## src/rtl/moesi_pkg.sv

```systemverilog
package moesi_pkg;

    typedef enum logic [2:0] {
        ST_I = 3'd0,
        ST_S = 3'd1,
        ST_E = 3'd2,
        ST_O = 3'd3,
        ST_M = 3'd4
    } line_state_e;

    typedef enum logic [1:0] {
        OP_RD = 2'd0,
        OP_WR = 2'd1,
        OP_EV = 2'd2
    } cpu_op_e;

    typedef enum logic [1:0] {
        BUS_RD  = 2'd0,
        BUS_RDX = 2'd1,
        BUS_UPG = 2'd2
    } bus_cmd_e;

    typedef enum logic {
        PH_IDLE = 1'b0,
        PH_BUS  = 1'b1
    } phase_e;

    // Dirty lines are the ones memory does not mirror.
    function automatic logic is_dirty(line_state_e s);
        return (s == ST_M) || (s == ST_O);
    endfunction

    // State a held line takes when a peer's transaction is snooped.
    function automatic line_state_e snoop_next(line_state_e s, bus_cmd_e c);
        if (c == BUS_RD) begin
            case (s)
                ST_M:    return ST_O;
                ST_E:    return ST_S;
                default: return s;
            endcase
        end
        return ST_I;
    endfunction

    // State a line takes when this cache's own transaction completes.
    function automatic line_state_e fill_state(bus_cmd_e c, logic peers_hold);
        if (c == BUS_RD) return peers_hold ? ST_S : ST_E;
        return ST_M;
    endfunction

endpackage

```

## src/rtl/moesi_line_store.sv

```systemverilog
module moesi_line_store
    import moesi_pkg::*;
#(
    parameter int NLINES = 4,
    parameter int TAG_W  = 6,
    parameter int DATA_W = 16,
    localparam int IDX_W = $clog2(NLINES)
) (
    input  logic              clk,
    input  logic              rst,
    input  logic [IDX_W-1:0]  rd_idx,
    output line_state_e       rd_state,
    output logic [TAG_W-1:0]  rd_tag,
    output logic [DATA_W-1:0] rd_data,
    input  logic [IDX_W-1:0]  sn_idx,
    output line_state_e       sn_state,
    output logic [TAG_W-1:0]  sn_tag,
    output logic [DATA_W-1:0] sn_data,
    input  logic              wr_en,
    input  logic [IDX_W-1:0]  wr_idx,
    input  line_state_e       wr_state,
    input  logic [TAG_W-1:0]  wr_tag,
    input  logic [DATA_W-1:0] wr_data,
    input  logic              su_en,
    input  logic [IDX_W-1:0]  su_idx,
    input  line_state_e       su_state
);

    typedef struct packed {
        line_state_e       st;
        logic [TAG_W-1:0]  tag;
        logic [DATA_W-1:0] data;
    } slot_t;

    slot_t slots [NLINES];

    for (genvar i = 0; i < NLINES; i++) begin : g_slot
        always_ff @(posedge clk) begin
            if (rst) begin
                slots[i] <= '{st: ST_I, tag: '0, data: '0};
            end else if (su_en && su_idx == IDX_W'(i)) begin
                // snooped transitions take precedence over local updates
                slots[i].st <= su_state;
            end else if (wr_en && wr_idx == IDX_W'(i)) begin
                slots[i] <= '{st: wr_state, tag: wr_tag, data: wr_data};
            end
        end
    end

    assign rd_state = slots[rd_idx].st;
    assign rd_tag   = slots[rd_idx].tag;
    assign rd_data  = slots[rd_idx].data;
    assign sn_state = slots[sn_idx].st;
    assign sn_tag   = slots[sn_idx].tag;
    assign sn_data  = slots[sn_idx].data;

endmodule

```

## src/rtl/moesi_snoop_resp.sv

```systemverilog
module moesi_snoop_resp
    import moesi_pkg::*;
#(
    parameter int TAG_W  = 6,
    parameter int DATA_W = 16
) (
    input  logic              snp_valid,
    input  logic [1:0]        snp_cmd,
    input  logic [TAG_W-1:0]  snp_tag,
    input  line_state_e       sn_state,
    input  logic [TAG_W-1:0]  sn_tag,
    input  logic [DATA_W-1:0] sn_data,
    output logic              snp_shared,
    output logic              snp_supply,
    output logic [DATA_W-1:0] snp_data,
    output logic              su_en,
    output line_state_e       su_state
);

    logic holds;

    always_comb begin
        holds      = snp_valid && (sn_state != ST_I) && (sn_tag == snp_tag);
        snp_shared = holds;
        snp_supply = holds && is_dirty(sn_state);
        snp_data   = snp_supply ? sn_data : '0;
        su_en      = holds;
        su_state   = snoop_next(sn_state, bus_cmd_e'(snp_cmd));
    end

endmodule

```

## src/rtl/moesi_req_ctrl.sv

```systemverilog
module moesi_req_ctrl
    import moesi_pkg::*;
#(
    parameter int ADDR_W = 8,
    parameter int DATA_W = 16,
    parameter int NLINES = 4,
    localparam int IDX_W = $clog2(NLINES),
    localparam int TAG_W = ADDR_W - IDX_W
) (
    input  logic              clk,
    input  logic              rst,
    input  logic              cpu_valid,
    input  logic [1:0]        cpu_op,
    input  logic [ADDR_W-1:0] cpu_addr,
    input  logic [DATA_W-1:0] cpu_wdata,
    output logic [DATA_W-1:0] cpu_rdata,
    output logic              cpu_hit,
    output logic              cpu_stall,
    output logic [2:0]        line_state,
    input  line_state_e       rd_state,
    input  logic [TAG_W-1:0]  rd_tag,
    input  logic [DATA_W-1:0] rd_data,
    output logic              bus_req_valid,
    output logic [1:0]        bus_req_cmd,
    output logic [ADDR_W-1:0] bus_req_addr,
    input  logic              bus_done,
    input  logic              bus_shared,
    input  logic [DATA_W-1:0] bus_rdata,
    output logic              wb_valid,
    output logic [ADDR_W-1:0] wb_addr,
    output logic [DATA_W-1:0] wb_data,
    output logic              wr_en,
    output logic [IDX_W-1:0]  wr_idx,
    output line_state_e       wr_state,
    output logic [TAG_W-1:0]  wr_tag,
    output logic [DATA_W-1:0] wr_data
);

    phase_e   phase_q;
    bus_cmd_e cmd_q;
    logic     start, wb_fire, match;
    bus_cmd_e start_cmd;
    logic [IDX_W-1:0] idx;
    logic [TAG_W-1:0] tag;

    always_comb begin
        idx       = cpu_addr[IDX_W-1:0];
        tag       = cpu_addr[ADDR_W-1:IDX_W];
        match     = (rd_state != ST_I) && (rd_tag == tag);
        cpu_rdata = rd_data;
        cpu_hit   = 1'b0;
        start     = 1'b0;
        start_cmd = BUS_RD;
        wb_fire   = 1'b0;
        wr_en     = 1'b0;
        wr_idx    = idx;
        wr_tag    = tag;
        wr_state  = rd_state;
        wr_data   = rd_data;

        if (phase_q == PH_BUS) begin
            if (bus_done) begin
                wr_en    = 1'b1;
                wr_state = fill_state(cmd_q, bus_shared);
                wr_data  = (cmd_q == BUS_UPG) ? rd_data : bus_rdata;
            end
        end else if (cpu_valid) begin
            case (cpu_op_e'(cpu_op))
                OP_RD: begin
                    if (match) cpu_hit = 1'b1;
                    else begin
                        start     = 1'b1;
                        start_cmd = BUS_RD;
                    end
                end
                OP_WR: begin
                    if (match && (rd_state == ST_M || rd_state == ST_E)) begin
                        cpu_hit  = 1'b1;
                        wr_en    = 1'b1;
                        wr_state = ST_M;
                        wr_data  = cpu_wdata;
                    end else begin
                        start     = 1'b1;
                        start_cmd = match ? BUS_UPG : BUS_RDX;
                    end
                end
                OP_EV: begin
                    cpu_hit = 1'b1;
                    if (match) begin
                        wr_en    = 1'b1;
                        wr_state = ST_I;
                        wb_fire  = is_dirty(rd_state);
                    end
                end
                default: cpu_hit = 1'b1;
            endcase
            // dirty victim of another tag leaves before the fill
            if (start && !match && is_dirty(rd_state)) begin
                wb_fire  = 1'b1;
                wr_en    = 1'b1;
                wr_state = ST_I;
                wr_tag   = rd_tag;
            end
        end

        cpu_stall     = cpu_valid && !cpu_hit;
        line_state    = match ? rd_state : ST_I;
        bus_req_valid = (phase_q == PH_BUS);
        bus_req_cmd   = cmd_q;
        bus_req_addr  = cpu_addr;
    end

    always_ff @(posedge clk) begin
        if (rst) begin
            phase_q  <= PH_IDLE;
            cmd_q    <= BUS_RD;
            wb_valid <= 1'b0;
            wb_addr  <= '0;
            wb_data  <= '0;
        end else begin
            wb_valid <= wb_fire;
            if (wb_fire) begin
                wb_addr <= {rd_tag, idx};
                wb_data <= rd_data;
            end
            if (start) begin
                phase_q <= PH_BUS;
                cmd_q   <= start_cmd;
            end else if (phase_q == PH_BUS && bus_done) begin
                phase_q <= PH_IDLE;
            end
        end
    end

endmodule

```

## src/rtl/moesi_line_ctrl.sv

```systemverilog
module moesi_line_ctrl
    import moesi_pkg::*;
#(
    parameter int ADDR_W = 8,
    parameter int DATA_W = 16,
    parameter int NLINES = 4,
    localparam int IDX_W = $clog2(NLINES),
    localparam int TAG_W = ADDR_W - IDX_W
) (
    input  logic              clk,
    input  logic              rst,
    input  logic              cpu_valid,
    input  logic [1:0]        cpu_op,
    input  logic [ADDR_W-1:0] cpu_addr,
    input  logic [DATA_W-1:0] cpu_wdata,
    output logic [DATA_W-1:0] cpu_rdata,
    output logic              cpu_hit,
    output logic              cpu_stall,
    output logic [2:0]        line_state,
    output logic              bus_req_valid,
    output logic [1:0]        bus_req_cmd,
    output logic [ADDR_W-1:0] bus_req_addr,
    input  logic              bus_done,
    input  logic              bus_shared,
    input  logic [DATA_W-1:0] bus_rdata,
    output logic              wb_valid,
    output logic [ADDR_W-1:0] wb_addr,
    output logic [DATA_W-1:0] wb_data,
    input  logic              snp_valid,
    input  logic [1:0]        snp_cmd,
    input  logic [ADDR_W-1:0] snp_addr,
    output logic              snp_shared,
    output logic              snp_supply,
    output logic [DATA_W-1:0] snp_data
);

    line_state_e       rd_state, sn_state, wr_state, su_state;
    logic [TAG_W-1:0]  rd_tag, sn_tag, wr_tag;
    logic [DATA_W-1:0] rd_data, sn_data, wr_data;
    logic              wr_en, su_en;
    logic [IDX_W-1:0]  wr_idx;

    moesi_line_store #(.NLINES(NLINES), .TAG_W(TAG_W), .DATA_W(DATA_W)) u_store (
        .clk      (clk),
        .rst      (rst),
        .rd_idx   (cpu_addr[IDX_W-1:0]),
        .rd_state (rd_state),
        .rd_tag   (rd_tag),
        .rd_data  (rd_data),
        .sn_idx   (snp_addr[IDX_W-1:0]),
        .sn_state (sn_state),
        .sn_tag   (sn_tag),
        .sn_data  (sn_data),
        .wr_en    (wr_en),
        .wr_idx   (wr_idx),
        .wr_state (wr_state),
        .wr_tag   (wr_tag),
        .wr_data  (wr_data),
        .su_en    (su_en),
        .su_idx   (snp_addr[IDX_W-1:0]),
        .su_state (su_state)
    );

    moesi_snoop_resp #(.TAG_W(TAG_W), .DATA_W(DATA_W)) u_snoop (
        .snp_valid  (snp_valid),
        .snp_cmd    (snp_cmd),
        .snp_tag    (snp_addr[ADDR_W-1:IDX_W]),
        .sn_state   (sn_state),
        .sn_tag     (sn_tag),
        .sn_data    (sn_data),
        .snp_shared (snp_shared),
        .snp_supply (snp_supply),
        .snp_data   (snp_data),
        .su_en      (su_en),
        .su_state   (su_state)
    );

    moesi_req_ctrl #(.ADDR_W(ADDR_W), .DATA_W(DATA_W), .NLINES(NLINES)) u_ctrl (
        .clk           (clk),
        .rst           (rst),
        .cpu_valid     (cpu_valid),
        .cpu_op        (cpu_op),
        .cpu_addr      (cpu_addr),
        .cpu_wdata     (cpu_wdata),
        .cpu_rdata     (cpu_rdata),
        .cpu_hit       (cpu_hit),
        .cpu_stall     (cpu_stall),
        .line_state    (line_state),
        .rd_state      (rd_state),
        .rd_tag        (rd_tag),
        .rd_data       (rd_data),
        .bus_req_valid (bus_req_valid),
        .bus_req_cmd   (bus_req_cmd),
        .bus_req_addr  (bus_req_addr),
        .bus_done      (bus_done),
        .bus_shared    (bus_shared),
        .bus_rdata     (bus_rdata),
        .wb_valid      (wb_valid),
        .wb_addr       (wb_addr),
        .wb_data       (wb_data),
        .wr_en         (wr_en),
        .wr_idx        (wr_idx),
        .wr_state      (wr_state),
        .wr_tag        (wr_tag),
        .wr_data       (wr_data)
    );

endmodule

```

## config.mk

```make
export PLATFORM = sky130hd
export DESIGN_NAME = moesi_line_ctrl
export DESIGN_NICKNAME = d
export VERILOG_FILES = /design/src/rtl/moesi_pkg.sv /design/src/rtl/moesi_line_store.sv /design/src/rtl/moesi_snoop_resp.sv /design/src/rtl/moesi_req_ctrl.sv /design/src/rtl/moesi_line_ctrl.sv
export SDC_FILE = /design/constraint.sdc
export NUM_CORES = 1
export LEC_CHECK = 0
export BUFFER_PORTS_ARGS = -buffer_cell sky130_fd_sc_hd__buf_4
export CAP_MARGIN = 20
export CORE_ASPECT_RATIO = 0.6
export CORE_MARGIN = 4
export CORE_UTILIZATION = 56
export DETAILED_ROUTE_END_ITERATION = 8
export PLACE_DENSITY = 0.9
export SYNTH_ARGS = -nofsm -noshare
export SYNTH_HDL_FRONTEND = slang
export SYNTH_SLANG_ARGS = --single-unit
export TNS_END_PERCENT = 20
```

## constraint.sdc

```tcl
create_clock -name clk -period 6.4 [get_ports clk]
set_input_delay 0.96 -clock clk [delete_from_list [all_inputs] [get_ports clk]]
set_output_delay 0.96 -clock clk [all_outputs]
set_load 0.05 [all_outputs]
```

## Word level (Yosys, flattened, before mapping)

Memories as Yosys holds them, arrays and structs flattened.
Cells that the tools add are included.

| storage, ports and cells | value |
|---|---|
| register bits | 28 |
| RAM bits | 100 |
| input port bits | 58 |
| output and inout port bits | 75 |
| logic and storage cells | 164 |
| memories kept | 1 |

Memories:

| name | depth | bits a word | read ports | clocked after memory_dff | wr ports | line | text |
|---|---|---|---|---|---|---|---|
| u_store.slots | 4 | 25 | 2 | 0 | 4 | moesi_line_store.sv:35 | `slot_t slots [NLINES];` |

| operators by class | value |
|---|---|
| equal/unequal tests | 17 |
| mux-type cells | 99 |
| bitwise operators | 12 |
| reduce and logical (&&, ||, !) cells | 30 |

Operators with widths:

| kind | number |
|---|---|
| 2-to-1 mux 16 bit | 7 |
| 2-to-1 mux 22 bit | 4 |
| 2-to-1 mux 3 bit | 19 |
| 2-to-1 mux 1 bit | 55 |
| 2-to-1 mux 6 bit | 3 |
| logical AND 1 bit | 17 |
| == test 2 bit (second input constant) | 6 |
| == test 3 x 2 -> 1 bit (second input constant) | 4 |
| == test 6 bit | 2 |
| 2-to-1 mux 2 bit | 6 |
| bitwise OR 1 bit | 12 |
| one-hot mux 3 bit (2 select lines) | 2 |
| logical NOT 2 bit | 5 |
| == test 2 x 1 -> 1 bit (second input constant) | 3 |
| == test 3 bit (second input constant) | 2 |
| one-hot mux 1 bit (2 select lines) | 3 |
| nonzero test 3 bit | 2 |
| logical OR 1 bit | 3 |
| logical NOT 1 bit | 2 |
| nonzero test 2 bit | 1 |

## Depth between registers and ports, before layout

An unclocked memory read counts as a cell.

| logic depth | value |
|---|---|
| word-level depth | 19 |
| mapped depth | 14 |
| gate-level depth less buffers | 9 |

## Hierarchy

From an unflattened synthesis, not the netlist that was laid out.

| unflattened totals | value |
|---|---|
| cell total of the unflattened synthesis | 675 |
| area, all modules | 8082.8 sq um |

Modules (own cells, without submodules):

| module | instances | cells an instance | area an instance (sq um) | sequential area each (sq um) |
|---|---|---|---|---|
| moesi_line_store | 1 | 344 | 5285.1 | 3002.9 |
| moesi_req_ctrl | 1 | 269 | 2369.8 | 560.5 |
| moesi_snoop_resp | 1 | 62 | 427.9 | 0.0 |

## Worst setup path before layout

Ideal clock, no wire load.

| path | value |
|---|---|
| kind | in2reg |
| from | input port cpu_addr[0] |
| to | memory u_store.slots[0][0] in the netlist's numbering (enable) |
| setup time | 0.464 ns |
| arrival time | 5.274 ns |
| required time | 5.936 ns |
| setup slack | 0.663 ns |
| stages on the path | 9 |
| path buffers | 3 |
| path through | buf_6 > buf_12 > mux4_2 > xnor2_2 > nand4_4 > or2_4 > o311a_1 > buf_6 > o41ai_1 |

RTL lines:

| item | line | text |
|---|---|---|
| from (decl) | moesi_line_ctrl.sv:14 | `input logic [ADDR_W-1:0] cpu_addr,` |
| to (decl) | moesi_line_store.sv:35 |  |

## Worst setup path in the final report

| path | value |
|---|---|
| from | input port snp_addr[0] |
| to | output port snp_data[13] |

| on the way | value |
|---|---|
| longest elaborated chain between the ends | 6 |
| elaborated cells between the ends (all ways) | 10 |
| classes of those cells | 3 x eq/ne; 1 x mux; 5 x reduce/logical; 1 x memory |

RTL lines:

| item | line | text |
|---|---|---|
| from (decl) | moesi_line_ctrl.sv:31 | `input logic [ADDR_W-1:0] snp_addr,` |
| memory read (4 x 25 bit) * | -- |  |
| nonzero test 3 bit | moesi_snoop_resp.sv:23 | `holds = snp_valid && (sn_state != ST_I) && (sn_tag == snp_tag);` |
| logical AND 1 bit (2 in a row) | moesi_snoop_resp.sv:23 |  |
| logical AND 1 bit | moesi_snoop_resp.sv:25 | `snp_supply = holds && is_dirty(sn_state);` |
| 2-to-1 mux 16 bit * | moesi_snoop_resp.sv:26 | `snp_data = snp_supply ? sn_data : '0;` |
| to (decl) | moesi_line_ctrl.sv:34 | `output logic [DATA_W-1:0] snp_data` |

Mark *: on every way between the ends. The rest lies on a longest branch, timed or not.

==> results.cfg <==
[run_status]
status = finished, final reports clean

[clock_network]
cts_buffer_depth = 2
cts_sinks = 128
clk_pin_slew_worst_paths_ps = 60
cts_setup_buffers = 0
tritoncts = built
worstSkewPairLatency_ps = 420
htree_num_levels = 4
postCtsHoldBufs = 0
cts_buffers = 17
cts.repair.resized = 0
root_driver = sky130_fd_sc_hd__clkbuf_16

[timing]
maximum_frequency_from_static_timing_analysis_mhz = 206
setup-tns-final_ps = 0
setup_viol_count_final = 0
worst-slew-pin-transition_ps = 1010
report.final.hold_viol_count = 0
max-slew-margin-rel_pct = 31.7
layout_worst_path_cycle_share_pct = 76.0
final_max_slew_violation_count = 0
finalCriticalPeriod_ps = 4860
unrepaired_setup_endpoints_after_global_routing = false
setup_clock_skew_after_layout_ps = 7.41

[power_and_ir_drop]
leakage_power_figure_nw = 3.53
power_density_mw_per_mm2 = 267
internal_power_mw = 1.75
worst_vdd_drop_uv = 219
power.clock.fraction_pct = 43.9
p_sw_share_pct = 26.7
p_sw_uw = 636
p_seq_share_pct = 39.8
power.share.combinational_pct = 16.4

[grt]
maximum_number_of_pins_on_one_net_before_global_route_repair = 39
grt_first_pass_wirelength_mm = 33.7
gr-usage-all-layers_pct = 30.3
grt_antenna_before_repair = 0
global_route.overflow_total = 0
number_of_global_route_vias_before_repair = 5980

[setup_path]
crit_path_top_delay_cell = sky130_fd_sc_hd__mux2i_2
cpPeakStageDelay_ps = 790
cp.buffers_inverters = 2
critical_path.cell_chain = buf_4 -> mux4_2 -> or2_2 -> mux2i_2 -> and3_1 -> buf_4
critPathMaxFanout = 32
arrival_ps = 3900
cp_data_required_time_ps = 5440
crit_path_end_kind = output pin
crit_start_category = input port
path_delay_family = multiplexers
critical_path_type = input port to output pin
crit_path_frequent_cell = sky130_fd_sc_hd__buf_4

[synth]
synth.area.top_cells = sky130_fd_sc_hd__edfxtp_1 (41%), sky130_fd_sc_hd__mux4_2 (15%), sky130_fd_sc_hd__dfxtp_1 (7.7%)
synth_enable_flop_cells = 100
post_synth_inst_count = 591
synthesis.area_per_instance_sq_um = 12.2
synth.yosys.seq_area_share_pct = 49.2
synthArstFlopShare_pct = 0
ys_warn_count = 0
synth_area_leader_cell = sky130_fd_sc_hd__edfxtp_1
synth_largest_type_area_fraction_pct = 41.5
leading_register_cell_type_out_of_synthesis = sky130_fd_sc_hd__edfxtp_1
synth.net_count = 652
syn-cell-area_sq_mm = 0.00724
flip_flop_and_latch_count_after_synthesis = 128
netlist-cell-type-count = 57

[layout]
diodes = 0
multi_input_comb_area_sq_mm = 0.00335
nets = 767
layout-drive-gt1-share_pct = 36.3
area_growth_syn_to_layout_pct = 23.6
area.sequential_sq_mm = 0.00356
layout.filler_cells = 781
fin_area_sq_mm = 0.00895

[detailed_routing]
routed_wl_mm = 21.9
drt-wirelength-per-cell_um = 24.8
drt_pre_antenna_iters = 6
drt_iter0_drcs = 738
drt_drc_violations_left = 0
post_drt_via_cell_ratio = 6.60
final_antenna_net_count = 0
vias = 5831

[floorplan]
core_area_sq_mm = 0.0123
initial_core_util_pct = 58.7
design.portCount = 133
design.die.area_sq_mm = 0.0149
die_y_um = 96.1
rows = 31
die_w_um = 155

[hold_path]
hp-class = flip-flop to flip-flop

[placement]
place.detailed.hpwl_mm = 14.0
gp_congestion = 0.943
buffer_ports.inserted = 132
detailed_place.area_sq_mm = 0.00826

[flow_run]
max_cap_violations = 0
-- synthesized netlist by cell type, drive strengths merged (3+ instances only) --
cell type  count
nor2         126
nor4           3
clkbuf        26
o311ai         3
o21ai         25
ha             3
edfxtp       100
buf           26
a21oi          5
and2           4
nand3          4
mux2          16
xnor2         12
or2            3
nand4          6
nor2b          3
o32ai          3
nand2b         3
o22ai          9
nor3           5
inv           11
and3          16
mux4          50
mux2i         47
nand2         26
dfxtp         28
-- cell type report --
class / instances / share of cell area [%]
Sequential cell: 128 / 39.8
Multi-Input combinational cell: 400 / 37.4
Inverter: 11 / 0.461
Clock inverter: 13 / 2.04
Timing Repair Buffer: 148 / 12.9
Tap cell: 165 / 2.31
Clock buffer: 19 / 5.06
-- metal layers --
layer,routed length [um],vias to the layer above,global-route usage (%),share of wire [%]
li1,-,2445,-,-
met1,8550,2893,41.0,39
met2,10200,452,47.8,47
met3,2760,41,8.40,13
met4,403,0,10.7,1.8
met5,0,-,0,0
-- state kept, by name, summed over array words and instances (netlist names) --
name and cells:
u_ctrl.bus_req_cmd 2, u_ctrl.bus_req_valid 1, u_ctrl.wb_addr 8, u_ctrl.wb_data 16
u_ctrl.wb_valid 1, u_store.slots 100
-- cells by family after synthesis --
logic type | Yosys count | synth area share, %
flip-flops | 128 | 49.2
XOR/XNOR | 14 | 2.00
adder cells (fa/ha/maj) | 3 | 0.519
AO/OA/AOI/OAI | 63 | 5.72
multiplexers | 113 | 24.6
AND/OR/NAND/NOR | 207 | 13.1
buffers and inverters | 63 | 4.86
-- cell usage in the layout, fill, tap and decap left out, types with 3 or more instances in the layout --
| cell | n |
|---|---|
| sky130_fd_sc_hd__a21oi_1 | 5 |
| sky130_fd_sc_hd__and2_1 | 4 |
| sky130_fd_sc_hd__and3_1 | 16 |
| sky130_fd_sc_hd__buf_4 | 144 |
| sky130_fd_sc_hd__bufinv_16 | 4 |
| sky130_fd_sc_hd__clkbuf_16 | 17 |
| sky130_fd_sc_hd__clkinvlp_4 | 3 |
| sky130_fd_sc_hd__dfxtp_1 | 28 |
| sky130_fd_sc_hd__edfxtp_1 | 100 |
| sky130_fd_sc_hd__ha_1 | 3 |
| sky130_fd_sc_hd__inv_1 | 11 |
| sky130_fd_sc_hd__mux2_2 | 16 |
| sky130_fd_sc_hd__mux2i_1 | 46 |
| sky130_fd_sc_hd__mux4_2 | 49 |
| sky130_fd_sc_hd__nand2_1 | 26 |
| sky130_fd_sc_hd__nand2b_1 | 3 |
| sky130_fd_sc_hd__nand3_1 | 4 |
| sky130_fd_sc_hd__nand4_1 | 5 |
| sky130_fd_sc_hd__nor2_1 | 126 |
| sky130_fd_sc_hd__nor2b_1 | 3 |
| sky130_fd_sc_hd__nor3_1 | 3 |
| sky130_fd_sc_hd__nor4_1 | 3 |
| sky130_fd_sc_hd__o21ai_0 | 24 |
| sky130_fd_sc_hd__o22ai_1 | 9 |
| sky130_fd_sc_hd__o32ai_1 | 3 |
| sky130_fd_sc_hd__xnor2_1 | 9 |
| sky130_fd_sc_hd__xnor2_2 | 3 |
-- power by group through the flow --
stage,Combinational [mW],Clock (mW),Sequential [mW]
after floorplan,0.249,0,0.970
after global placement,0.365,0,0.959
after detailed placement,0.376,0,0.964
after CTS,0.380,1.04,0.949
after global routing,0.411,1.09,0.952
final,0.390,1.05,0.949
-- worst paths after layout --
| path | start | end | slack, ps | cells after the start |
|---|---|---|---|---|
| setup reg to reg | u_store.slots[3][19]$_SDFFCE_PN0P_ | u_store.slots[2][22]$_SDFFCE_PN0P_ | 2600 | 8 |
| hold / removal | u_ctrl.wb_data[11]$_SDFFE_PP0P_ | u_ctrl.wb_data[11]$_SDFFE_PP0P_ | 490 | 2 |
| setup / recovery | snp_addr[0] | snp_data[13] | 1540 | 6 |
| hold reg to reg | u_ctrl.wb_data[11]$_SDFFE_PP0P_ | u_ctrl.wb_data[11]$_SDFFE_PP0P_ | 490 | 2 |
-- worst min-delay path, cell delays in order, from the launching register on --
cell	delay [ps]
sky130_fd_sc_hd__dfxtp_1	320
sky130_fd_sc_hd__mux2i_1	70
sky130_fd_sc_hd__nor2_1	70
-- metrics by stage --
step,std cells,worst slack (ps),hold slack [ps],total power [mW],utilization (%)
after floorplan,591,663,724,1.22,-
after global placement,848,1460,475,1.32,66.8
after detailed placement,850,1300,492,1.34,66.9
after CTS,882,1620,501,2.37,72.1
after global routing,884,1440,522,2.45,72.5
final,884,1540,495,2.39,72.5
Power figures use the tool's default switching activity.
